$ cat config.mk
export PLATFORM = sky130hd
export DESIGN_NAME = adc_window_guard
export DESIGN_NICKNAME = d
export VERILOG_FILES = /design/src/rtl/awd_pkg.sv /design/src/rtl/awd_qualify.sv /design/src/rtl/awd_window.sv /design/src/rtl/awd_status.sv /design/src/rtl/adc_window_guard.sv
export SDC_FILE = /design/constraint.sdc
export NUM_CORES = 1
export LEC_CHECK = 0
export ABC_AREA = 1
export BUFFER_PORTS_ARGS = -buffer_cell sky130_fd_sc_hd__buf_2
export CORE_ASPECT_RATIO = 1.1
export CORE_UTILIZATION = 41
export DETAILED_ROUTE_END_ITERATION = 8
export HOLD_SLACK_MARGIN = 0.05
export PLACE_DENSITY = 0.76
export SLEW_MARGIN = 10
export SYNTH_ARGS = -nofsm -noshare
export SYNTH_HDL_FRONTEND = slang
export SYNTH_SLANG_ARGS = --single-unit
$ cat constraint.sdc
create_clock -name clk -period 1.35 [get_ports clk]
set_input_delay 0.135 -clock clk [delete_from_list [all_inputs] [get_ports clk]]
set_output_delay 0.135 -clock clk [all_outputs]
set_load 0.02 [all_outputs]
$ cat src/rtl/awd_pkg.sv
package awd_pkg;

    localparam int unsigned AWD_DATA_W = 12;
    localparam int unsigned AWD_CH_W   = 5;

    typedef enum logic {
        GRP_REGULAR  = 1'b0,
        GRP_INJECTED = 1'b1
    } awd_grp_e;

    typedef struct packed {
        logic below;
        logic above;
    } awd_cmp_t;

    function automatic logic awd_outside(input awd_cmp_t c);
        return c.below | c.above;
    endfunction

endpackage

$ cat src/rtl/awd_qualify.sv
module awd_qualify
    import awd_pkg::*;
#(
    parameter int unsigned CH_W = AWD_CH_W
) (
    input  logic            vld,
    input  logic [CH_W-1:0] chan,
    input  awd_grp_e        grp,
    input  logic            one_chan,
    input  logic [CH_W-1:0] sel_chan,
    input  logic            reg_en,
    input  logic            inj_en,
    output logic            qual
);
    localparam int unsigned NGRP = 2;

    logic [NGRP-1:0] grp_on;
    logic            grp_ok;
    logic            chan_ok;

    genvar g;
    generate
        for (g = 0; g < NGRP; g++) begin : g_grp
            if (g == int'(GRP_INJECTED)) begin : g_inj
                assign grp_on[g] = inj_en;
            end else begin : g_reg
                assign grp_on[g] = reg_en;
            end
        end
    endgenerate

    always_comb begin
        grp_ok  = grp_on[grp];
        chan_ok = !one_chan || (chan == sel_chan);
        qual    = vld && grp_ok && chan_ok;
    end
endmodule

$ cat src/rtl/awd_window.sv
module awd_window
    import awd_pkg::*;
#(
    parameter int unsigned DATA_W = AWD_DATA_W
) (
    input  logic [DATA_W-1:0] data,
    input  logic [DATA_W-1:0] lo,
    input  logic [DATA_W-1:0] hi,
    output awd_cmp_t          cmp
);
    always_comb begin
        cmp.below = data < lo;
        cmp.above = data > hi;
    end

    always_comb begin
        assert_exclusive_R3: assert (!(cmp.below && cmp.above) || (lo > hi))
            else $error("window compare reports both sides with ordered bounds");
    end
endmodule

$ cat src/rtl/awd_status.sv
module awd_status (
    input  logic clk,
    input  logic rst,
    input  logic set,
    input  logic clr_wr,
    input  logic clr_val,
    input  logic irq_en,
    output logic flag,
    output logic irq
);
    logic clr_req;

    assign clr_req = clr_wr && !clr_val;

    always_ff @(posedge clk) begin
        if (rst) begin
            flag <= 1'b0;
        end else if (set) begin
            flag <= 1'b1;
        end else if (clr_req) begin
            flag <= 1'b0;
        end
    end

    assign irq = flag && irq_en;

    // a hit shows at the next edge; R7: set wins over clear
    assert_hit_sets_R1: assert property (@(posedge clk) disable iff (rst)
        set |=> flag)
        else $error("hit did not set flag");

    assert_sticky_R6: assert property (@(posedge clk) disable iff (rst)
        flag && !(clr_wr && !clr_val) |=> flag)
        else $error("flag dropped without clear");

    assert_clear_R6: assert property (@(posedge clk) disable iff (rst)
        clr_wr && !clr_val && !set |=> !flag)
        else $error("clear write ignored");

    assert_rise_cause_R3: assert property (@(posedge clk) disable iff (rst)
        $rose(flag) |-> $past(set))
        else $error("flag rose without a hit");

    assert_irq_gate_R8: assert property (@(posedge clk) disable iff (rst)
        irq |-> flag && irq_en)
        else $error("irq without flag and enable");
endmodule

$ cat src/rtl/adc_window_guard.sv
module adc_window_guard
    import awd_pkg::*;
#(
    parameter int unsigned DATA_W = AWD_DATA_W,
    parameter int unsigned CH_W   = AWD_CH_W
) (
    input  logic              clk,
    input  logic              rst,
    input  logic              res_vld,
    input  logic [DATA_W-1:0] res_data,
    input  logic [CH_W-1:0]   res_chan,
    input  logic              res_inj,
    input  logic [DATA_W-1:0] thr_high,
    input  logic [DATA_W-1:0] thr_low,
    input  logic              one_chan_mode,
    input  logic [CH_W-1:0]   guard_chan,
    input  logic              reg_guard_en,
    input  logic              inj_guard_en,
    input  logic              irq_en,
    input  logic              clr_wr,
    input  logic              clr_val,
    output logic              wd_flag,
    output logic              wd_irq
);
    awd_grp_e grp;
    awd_cmp_t cmp;
    logic     qual;
    logic     hit;

    assign grp = res_inj ? GRP_INJECTED : GRP_REGULAR;

    awd_qualify #(.CH_W(CH_W)) u_qualify (
        .vld      (res_vld),
        .chan     (res_chan),
        .grp      (grp),
        .one_chan (one_chan_mode),
        .sel_chan (guard_chan),
        .reg_en   (reg_guard_en),
        .inj_en   (inj_guard_en),
        .qual     (qual)
    );

    awd_window #(.DATA_W(DATA_W)) u_window (
        .data (res_data),
        .lo   (thr_low),
        .hi   (thr_high),
        .cmp  (cmp)
    );

    assign hit = qual && awd_outside(cmp);

    awd_status u_status (
        .clk     (clk),
        .rst     (rst),
        .set     (hit),
        .clr_wr  (clr_wr),
        .clr_val (clr_val),
        .irq_en  (irq_en),
        .flag    (wd_flag),
        .irq     (wd_irq)
    );

    assert_other_chan_R4: assert property (@(posedge clk) disable iff (rst)
        res_vld && one_chan_mode && (res_chan != guard_chan) && !wd_flag
        |=> !wd_flag)
        else $error("unguarded channel set flag");

    assert_grp_off_R5: assert property (@(posedge clk) disable iff (rst)
        ((res_inj && !inj_guard_en) || (!res_inj && !reg_guard_en)) && !wd_flag
        |=> !wd_flag)
        else $error("disabled group set flag");

    assert_idle_R10: assert property (@(posedge clk) disable iff (rst)
        !res_vld && !wd_flag |=> !wd_flag)
        else $error("flag set without valid result");
endmodule

==> results of run 1 <==
[cells by family (layout without fill, tap and decap cells)]
kind of cell,after synthesis,in the layout,synth area share
AO/OA/AOI/OAI,15,15,0.108
flip-flops,1,1,0.0244
buffers and inverters,42,99,0.192
XOR/XNOR,3,3,0.0320
adder cells (fa/ha/maj),23,23,0.350
AND/OR/NAND/NOR,50,50,0.294
[layout make-up]
type,count,area [sq um],area share
inverter,42,158,0.129
multi-input combinational,91,727,0.594
sequential,1,20.0,0.0164
tap,27,33.8,0.0276
timing repair buffer,57,285,0.233
[final timing paths]
kind | to | cells past startpoint
worst max-delay path | u_status.flag | 11
worst min-delay path | u_status.flag | 2
worst max register to register | u_status.flag | 2
worst min register to register | u_status.flag | 2
[cells in the final DEF (no fill, tap or decap), drive strengths merged]
cell type,instances
nand3,2
nand4,4
nor2,6
xnor2,3
o21ai,3
a21o,1
inv,42
a21oi,10
buf,57
ha,23
dfxtp,1
nand2,38
o21a,1
[cell usage after synthesis]
cell | instances | share of area
sky130_fd_sc_hd__a21o_2 | 1 | 0.011
sky130_fd_sc_hd__a21oi_1 | 8 | 0.049
sky130_fd_sc_hd__a21oi_2 | 2 | 0.021
sky130_fd_sc_hd__dfxtp_1 | 1 | 0.024
sky130_fd_sc_hd__ha_1 | 23 | 0.35
sky130_fd_sc_hd__inv_1 | 36 | 0.16
sky130_fd_sc_hd__inv_2 | 6 | 0.027
sky130_fd_sc_hd__nand2_1 | 34 | 0.16
sky130_fd_sc_hd__nand2_2 | 3 | 0.023
sky130_fd_sc_hd__nand2_4 | 1 | 0.014
sky130_fd_sc_hd__nand3_1 | 1 | 0.0061
sky130_fd_sc_hd__nand3_2 | 1 | 0.012
sky130_fd_sc_hd__nand4_1 | 3 | 0.023
sky130_fd_sc_hd__nand4_2 | 1 | 0.015
sky130_fd_sc_hd__nor2_1 | 4 | 0.018
sky130_fd_sc_hd__nor2_4 | 2 | 0.027
sky130_fd_sc_hd__o21a_1 | 1 | 0.0091
sky130_fd_sc_hd__o21ai_0 | 2 | 0.012
sky130_fd_sc_hd__o21ai_1 | 1 | 0.0061
sky130_fd_sc_hd__xnor2_1 | 3 | 0.032
[power groups by stage]
stage | clock [mW] | combinational (mW) | sequential [mW]
6_report | 0 | 0.338 | 0.0330
5_1_grt | 0 | 0.388 | 0.0335
4_1_cts | 0 | 0.311 | 0.0330
3_5_place_dp | 0 | 0.308 | 0.0330
3_3_place_gp | 0 | 0.297 | 0.0330
2_1_floorplan | 0 | 0.184 | 0.0352
[what timing repair did]
action | 4_1_cts | 5_1_grt
setup buffers | 0 | 0
resized for setup | 0 | 8
endpoints found under the setup margin | 0 | 1
endpoints found under the hold margin | 0 | 0
[metal layers]
layer	global-route usage	vias to the layer above	wire length (um)	part of all wire
li1	-	522	-	-
met1	0.164	422	709	0.37
met2	0.321	26	1090	0.58
met3	0	2	78	0.041
met4	0.0202	0	15	0.0079
met5	0	-	0	0
[through the flow]
step                total power [mW]  hold slack (ns)  area (sq um)  setup slack, ns
floorplan                      0.219            0.197           822            0.232
global placement               0.330            0.297          1140           0.0870
detailed placement             0.341            0.298          1140           0.0688
CTS                            0.344            0.298          1140           0.0649
global route                   0.421            0.313          1220          -0.0553
finish                         0.371            0.298          1220           0.0502
==> flow_summary.html, run 1 <==
<table>
<tr><th>Metric</th><th>Value</th></tr>
<tr><th colspan="2">Critical path</th></tr>
<tr><td>Ordered list of cells on the worst path</td><td>buf_2, ha_1, nand2_2, inv_2, nand2_4, nor2_4, nand4_1, nand2_1, nand2_1, nand2_1, a21oi_2</td></tr>
<tr><td>Crit path launch type</td><td>primary input</td></tr>
<tr><td>Cell seen most often among critical-path stages</td><td>sky130_fd_sc_hd__nand2_1</td></tr>
<tr><td>CP Class</td><td>primary input to flip-flop</td></tr>
<tr><td>Count of buffering cells on the critical path with inverters included</td><td>2</td></tr>
<tr><td>Largest fanout of any net on the critical path</td><td>2</td></tr>
<tr><td>Worst flop-to-flop path startpoint</td><td>u_status.flag</td></tr>
<tr><td>Arrival time of the worst setup path</td><td>approximately 1.2 ns</td></tr>
<tr><td>Cell with the largest stage delay on the worst path</td><td>sky130_fd_sc_hd__ha_1</td></tr>
<tr><td>Critical path's largest stage delay</td><td>slightly below 0.3 ns</td></tr>
<tr><td>CP Data Required Time</td><td>between 1 and 1.5 ns</td></tr>
<tr><td>Element type at the critical path end</td><td>flip-flop</td></tr>
<tr><td>R2r setup slk</td><td>slightly above 0.7 ns</td></tr>
<tr><td>Kind of cell with the highest combined delay on the critical path</td><td>simple AND/OR/NAND/NOR gates</td></tr>
<tr><td>Start point of the critical path</td><td>res_data[10]</td></tr>
<tr><th colspan="2">Run</th></tr>
<tr><td>Max Cap Viol</td><td>0</td></tr>
<tr><th colspan="2">Global routing</th></tr>
<tr><td>Number of global-route vias before repair</td><td>839</td></tr>
<tr><td>Overall Global Routing Usage</td><td>0.154</td></tr>
<tr><td>Number of antenna violations at the first check in global routing</td><td>0</td></tr>
<tr><td>Largest net degree at the start of global routing</td><td>4</td></tr>
<tr><td>Total grt overflow</td><td>0</td></tr>
<tr><td>First-pass GRT wire length</td><td>between 2 and 3 mm</td></tr>
<tr><th colspan="2">Power</th></tr>
<tr><td>Switching fraction of total power</td><td>0.454</td></tr>
<tr><td>NetSw</td><td>0.168 mW</td></tr>
<tr><td>Internal power</td><td>~0.2 mW</td></tr>
<tr><td>Relative contribution of combinational cells to total power</td><td>0.911</td></tr>
<tr><td>P per Cell Area</td><td>between 300 and 400 mW/mm^2</td></tr>
<tr><td>Pleak</td><td>~0.8 nW</td></tr>
<tr><td>Peak supply drop</td><td>155 uV</td></tr>
<tr><td>Part of the power in the clock network</td><td>0</td></tr>
<tr><td>Share of power burned in registers</td><td>0.089</td></tr>
<tr><th colspan="2">Route</th></tr>
<tr><td>Number of vias after detailed routing</td><td>972</td></tr>
<tr><td>Count of antenna-violating nets left after detailed routing</td><td>0</td></tr>
<tr><td>Number of iterations in the first detailed-routing pass</td><td>3</td></tr>
<tr><td>Routed Wire Length</td><td>between 1.5 and 2 mm</td></tr>
<tr><td># DRC</td><td>0</td></tr>
<tr><td>Number of design-rule violations left by the first detailed-router iteration</td><td>10</td></tr>
<tr><td>Routed vias/inst</td><td>about 4.5</td></tr>
<tr><td>Post-detailed-route wirelength per cell</td><td>between 8 and 9 um</td></tr>
<tr><th colspan="2">Cells and area</th></tr>
<tr><td>Final Net Count</td><td>~270</td></tr>
<tr><td>Utilization of the core after routing</td><td>0.672</td></tr>
<tr><td>Area growth from synthesis to final layout</td><td>48.9%</td></tr>
<tr><td>Flip-flop count of the largest register, all copies and words added</td><td>1</td></tr>
<tr><td>Antenna cells</td><td>0</td></tr>
<tr><td>Layout cells sized above 1</td><td>0.429</td></tr>
<tr><td>Registers with the most flip-flops</td><td>u_status.flag (1)</td></tr>
<tr><td>Final cell count without fillers</td><td>~220</td></tr>
<tr><td>Register with the most flip-flops</td><td>u_status.flag</td></tr>
<tr><td>Total of fill cells in the finished design</td><td>around 170</td></tr>
<tr><th colspan="2">Synthesis</th></tr>
<tr><td>Mean Syn Cell Area</td><td>6.13 sq um</td></tr>
<tr><td>Synthesized netlist net count</td><td>about 210</td></tr>
<tr><td>Sequential area share after synthesis</td><td>0.0244</td></tr>
<tr><td>YS warnings</td><td>0</td></tr>
<tr><td>Count of different cell masters after synthesis</td><td>20</td></tr>
<tr><td>Area of the mapped netlist</td><td>a little over 800 sq um</td></tr>
<tr><td>Post-Syn Instances</td><td>~130</td></tr>
<tr><td>Number of flip-flops and latches in the synthesized netlist</td><td>1</td></tr>
<tr><th colspan="2">STA</th></tr>
<tr><td>Tightest slew margin relative to the limit</td><td>0.846</td></tr>
<tr><td>Fmax achieved</td><td>769 MHz</td></tr>
<tr><td>Final-report max-slew violation count</td><td>0</td></tr>
<tr><td>Final Hold Violating Endpoints</td><td>0</td></tr>
<tr><td>Portion of the clock cycle consumed by the worst path in the final layout</td><td>0.963</td></tr>
<tr><td>Post-route minimum period</td><td>1.30 ns</td></tr>
<tr><td>Worst Tran Pin Value</td><td>0.228 ns</td></tr>
<tr><td>Count of final setup violators</td><td>0</td></tr>
<tr><td>Sum of negative setup slack</td><td>0 ns</td></tr>
<tr><td>Largest clock skew in the final design</td><td>0 ns</td></tr>
<tr><th colspan="2">Floorplan</th></tr>
<tr><td>Overall die height</td><td>between 40 and 50 um</td></tr>
<tr><td>Die area</td><td>0.00219 sq mm</td></tr>
<tr><td>Initial core utilization</td><td>0.451</td></tr>
<tr><td>Floorplan Core Area</td><td>about 0.0018 sq mm</td></tr>
<tr><td>Die Wd</td><td>~45 um</td></tr>
<tr><td>Number of standard-cell rows in the floorplan</td><td>16</td></tr>
<tr><td>I/O pins</td><td>slightly below 60</td></tr>
<tr><th colspan="2">Clocking</th></tr>
<tr><td>Register clock-pin slew on the reported worst setup and hold paths</td><td>0 ns</td></tr>
<tr><td>Insertion delay to the later sink of the worst-skew pair</td><td>0 ns</td></tr>
<tr><td>Number of buffers inserted by hold repair at cts</td><td>0</td></tr>
<tr><th colspan="2">Min path</th></tr>
<tr><td>Startpoint of the most critical hold path</td><td>rst</td></tr>
<tr><td>Worst hold path type</td><td>primary input to flip-flop</td></tr>
<tr><th colspan="2">Placement</th></tr>
<tr><td>Count of port buffers added during placement</td><td>between 50 and 60</td></tr>
<tr><td>Final weighted congestion in routability-driven placement</td><td>slightly above 0.8</td></tr>
<tr><td>Number of instances in the placed design</td><td>~220</td></tr>
<tr><td>Placed wire-length estimate</td><td>1.65 mm</td></tr>
<tr><th colspan="2">Status</th></tr>
<tr><td>Run status</td><td>finished, final reports clean</td></tr>
</table>
Power figures use the tool's default switching activity.
==> inputs of run 2 (changes only) <==
clock period = 1.3 ns   (was 1.35 ns; I/O delays follow)
==> run 2 against run 1 <==
Compared with the run above:
- the run now ends with negative setup slack left
- first-iteration DRC count is 20% lower
- setup slack worse by 0.053 ns
- critical path depth stayed put
- largest power group unchanged
==> flow_summary.html, run 2 (synthesis gave the netlist of run 1 again) <==
<table>
<tr><th>Metric</th><th>Value</th></tr>
<tr><th colspan="2">Min path</th></tr>
<tr><td>Worst hold path type</td><td>primary input to flip-flop (unchanged)</td></tr>
<tr><td>Worst Hold Path EP</td><td>u_status.flag (unchanged)</td></tr>
<tr><td>Startpoint of the most critical hold path</td><td>rst (unchanged)</td></tr>
<tr><td>Hold path depth</td><td>2 (unchanged)</td></tr>
<tr><th colspan="2">Cells and area</th></tr>
<tr><td>Registers with the most flip-flops</td><td>u_status.flag (1) (unchanged)</td></tr>
<tr><td>Final Net Count</td><td>272 (unchanged)</td></tr>
<tr><td>Flip-flop count of the largest register, all copies and words added</td><td>1 (unchanged)</td></tr>
<tr><td>Antenna cells</td><td>0 (unchanged)</td></tr>
<tr><td>Leading cell types in the layout, fill and taps excluded</td><td>sky130_fd_sc_hd__buf_2, sky130_fd_sc_hd__inv_1, sky130_fd_sc_hd__nand2_1 (unchanged)</td></tr>
<tr><td>Area of all placed cells without fillers</td><td>0.00134 sq mm (was 0.00122 sq mm)</td></tr>
<tr><td>Register with the most flip-flops</td><td>u_status.flag (unchanged)</td></tr>
<tr><td>Area growth from synthesis to final layout</td><td>63.5% (was 48.9%)</td></tr>
<tr><td>Total of fill cells in the finished design</td><td>139 (was 171)</td></tr>
<tr><td>Most frequent standard cell in the layout excluding fill and tap cells</td><td>sky130_fd_sc_hd__buf_2 (unchanged)</td></tr>
<tr><td>Layout cells sized above 1</td><td>0.492 (was 0.429)</td></tr>
<tr><th colspan="2">Critical path</th></tr>
<tr><td>Worst flop-to-flop path endpoint</td><td>u_status.flag (unchanged)</td></tr>
<tr><td>Largest fanout of any net on the critical path</td><td>3 (was 2)</td></tr>
<tr><td>Critical path's largest stage delay</td><td>0.22 ns (was 0.29 ns)</td></tr>
<tr><td>CP Class</td><td>primary input to flip-flop (unchanged)</td></tr>
<tr><td>Kind of cell with the highest combined delay on the critical path</td><td>simple AND/OR/NAND/NOR gates (unchanged)</td></tr>
<tr><td>CP Data Required Time</td><td>1.18 ns (was 1.23 ns)</td></tr>
<tr><td>Worst flop-to-flop path startpoint</td><td>u_status.flag (unchanged)</td></tr>
<tr><td>Crit path launch type</td><td>primary input (unchanged)</td></tr>
<tr><td>Ordered list of cells on the worst path</td><td>buf_2, inv_1, ha_4, a21oi_1, nand2_1, nand2_2, nand3_2, nand2_1, nand2_1, nand2_1, a21oi_2 (was buf_2, ha_1, nand2_2, inv_2, nand2_4, nor2_4, nand4_1, nand2_1, nand2_1, nand2_1, a21oi_2)</td></tr>
<tr><td>Element type at the critical path end</td><td>flip-flop (unchanged)</td></tr>
<tr><td>R2r setup slk</td><td>0.67 ns (was 0.72 ns)</td></tr>
<tr><td>Count of cells along the worst register-to-register path</td><td>2 (unchanged)</td></tr>
<tr><td>Arrival time of the worst setup path</td><td>1.18 ns (about the same)</td></tr>
<tr><td>Cell seen most often among critical-path stages</td><td>sky130_fd_sc_hd__nand2_1 (unchanged)</td></tr>
<tr><td>Count of buffering cells on the critical path with inverters included</td><td>2 (unchanged)</td></tr>
<tr><td>Cell with the largest stage delay on the worst path</td><td>sky130_fd_sc_hd__ha_4 (was sky130_fd_sc_hd__ha_1)</td></tr>
<tr><th colspan="2">Global routing</th></tr>
<tr><td>Overall Global Routing Usage</td><td>0.154 (unchanged)</td></tr>
<tr><td>First-pass GRT wire length</td><td>2.77 mm (unchanged)</td></tr>
<tr><td>Total grt overflow</td><td>0 (unchanged)</td></tr>
<tr><td>Largest net degree at the start of global routing</td><td>4 (unchanged)</td></tr>
<tr><td>Number of global-route vias before repair</td><td>839 (unchanged)</td></tr>
<tr><td>Number of antenna violations at the first check in global routing</td><td>0 (unchanged)</td></tr>
<tr><th colspan="2">Route</th></tr>
<tr><td>Routed Wire Length</td><td>2.17 mm (was 1.90 mm)</td></tr>
<tr><td># DRC</td><td>0 (unchanged)</td></tr>
<tr><td>Routed vias/inst</td><td>4.53 (was 4.46)</td></tr>
<tr><td>Number of design-rule violations left by the first detailed-router iteration</td><td>8 (was 10)</td></tr>
<tr><td>Post-detailed-route wirelength per cell</td><td>9.97 um (was 8.71 um)</td></tr>
<tr><td>Number of iterations in the first detailed-routing pass</td><td>4 (was 3)</td></tr>
<tr><td>Number of vias after detailed routing</td><td>988 (was 972)</td></tr>
<tr><td>Count of antenna-violating nets left after detailed routing</td><td>0 (unchanged)</td></tr>
<tr><th colspan="2">STA</th></tr>
<tr><td>Portion of the clock cycle consumed by the worst path in the final layout</td><td>1.00</td></tr>
<tr><td>Worst Tran Pin Value</td><td>0.228 ns (about the same)</td></tr>
<tr><td>Final-report max-slew violation count</td><td>0 (unchanged)</td></tr>
<tr><td>Fin worst setup slack</td><td>-0.00301 ns (was 0.0502 ns)</td></tr>
<tr><td>Tightest slew margin relative to the limit</td><td>0.846 (about the same)</td></tr>
<tr><td>Sum of negative setup slack</td><td>-0.00301 ns (was 0 ns)</td></tr>
<tr><td>Count of final setup violators</td><td>1 (was 0)</td></tr>
<tr><td>Fmax achieved</td><td>between 700 and 800 MHz</td></tr>
<tr><td>Final Hold Violating Endpoints</td><td>0 (unchanged)</td></tr>
<tr><td>Post-route minimum period</td><td>1.30 ns</td></tr>
<tr><td>Largest clock skew in the final design</td><td>0 ns (unchanged)</td></tr>
<tr><th colspan="2">Floorplan</th></tr>
<tr><td>Die area</td><td>0.00219 sq mm (unchanged)</td></tr>
<tr><td>Initial core utilization</td><td>0.451 (unchanged)</td></tr>
<tr><td>Die Wd</td><td>44.7 um (unchanged)</td></tr>
<tr><td>Overall die height</td><td>49.0 um (unchanged)</td></tr>
<tr><td>Number of standard-cell rows in the floorplan</td><td>16 (unchanged)</td></tr>
<tr><td>Floorplan Core Area</td><td>0.00182 sq mm (unchanged)</td></tr>
<tr><td>I/O pins</td><td>58 (unchanged)</td></tr>
<tr><th colspan="2">Placement</th></tr>
<tr><td>Final weighted congestion in routability-driven placement</td><td>0.814 (about the same)</td></tr>
<tr><td>Worst setup slack before clock tree synthesis</td><td>0.0238 ns (was 0.0688 ns)</td></tr>
<tr><td>Count of port buffers added during placement</td><td>57 (unchanged)</td></tr>
<tr><td>Placed wire-length estimate</td><td>1.65 mm (unchanged)</td></tr>
<tr><td>Placed inst area</td><td>0.00114 sq mm (unchanged)</td></tr>
<tr><th colspan="2">Clocking</th></tr>
<tr><td># Post-CTS Setup Buffers</td><td>0 (unchanged)</td></tr>
<tr><td>Register clock-pin slew on the reported worst setup and hold paths</td><td>0 ns (about the same)</td></tr>
<tr><td>Insertion delay to the later sink of the worst-skew pair</td><td>0 ns (about the same)</td></tr>
<tr><th colspan="2">Power</th></tr>
<tr><td>Pleak</td><td>0.801 nW (was 0.802 nW)</td></tr>
<tr><td>Peak supply drop</td><td>169 uV (was 155 uV)</td></tr>
<tr><td>P per Cell Area</td><td>333 mW/mm^2 (was 303 mW/mm^2)</td></tr>
<tr><td>Total power consumption of the routed design</td><td>0.448 mW (was 0.371 mW)</td></tr>
<tr><th colspan="2">Status</th></tr>
<tr><td>Violations in the final reports</td><td>negative setup slack</td></tr>
<tr><td>Run status</td><td>finished with violations (was finished, final reports clean)</td></tr>
<tr><th colspan="2">Run</th></tr>
<tr><td>Max Cap Viol</td><td>0 (unchanged)</td></tr>
</table>
## run 2: metrics by stage
step	cells	util	hold WS, ns
floorplan	134	-	0.192
global placement	218	0.626	0.292
detailed placement	218	0.626	0.293
CTS	218	0.626	0.293
global route	218	0.738	0.308
finish	218	0.738	0.293
## run 2: where the power goes
group / internal (mW) / switching [mW]
clock: 0 / 0
sequential: 0.0332 / 0.00103
combinational: 0.210 / 0.204
## run 2: layer usage
| layer | track usage | share of wire | wire (um) |
|---|---|---|---|
| met5 | 0 | 0 | 0 |
| met4 | 0.0202 | 0 | 0 |
| met3 | 0 | 0.031 | 67 |
| met2 | 0.321 | 0.58 | 1270 |
| met1 | 0.164 | 0.39 | 838 |
## run 2: what timing repair did
item	4_1_cts	5_1_grt
gates resized for setup	0	22
endpoints found under the setup margin	0	1
hold buffers	0	0
hold endpoints to repair	0	0
## run 2: worst max-delay path by stage
stage,startpoint,endpoint,slack [ns],depth (start not counted)
floorplan,thr_high[11],u_status.flag,0.19,9
global placement,res_data[11],u_status.flag,0.04,11
detailed placement,res_data[11],u_status.flag,0.02,9
CTS,res_data[11],u_status.flag,0.02,9
global route,thr_high[7],u_status.flag,-0.08,11
finish,thr_high[7],u_status.flag,-0.003,11
## run 2: area by class of cell
cell class	instances	area (sq um)	share of cell area
multi-input combinational	91	845	0.628
timing repair buffer	57	288	0.214
inverter	42	158	0.117
tap	27	33.8	0.0251
sequential	1	20.0	0.0149
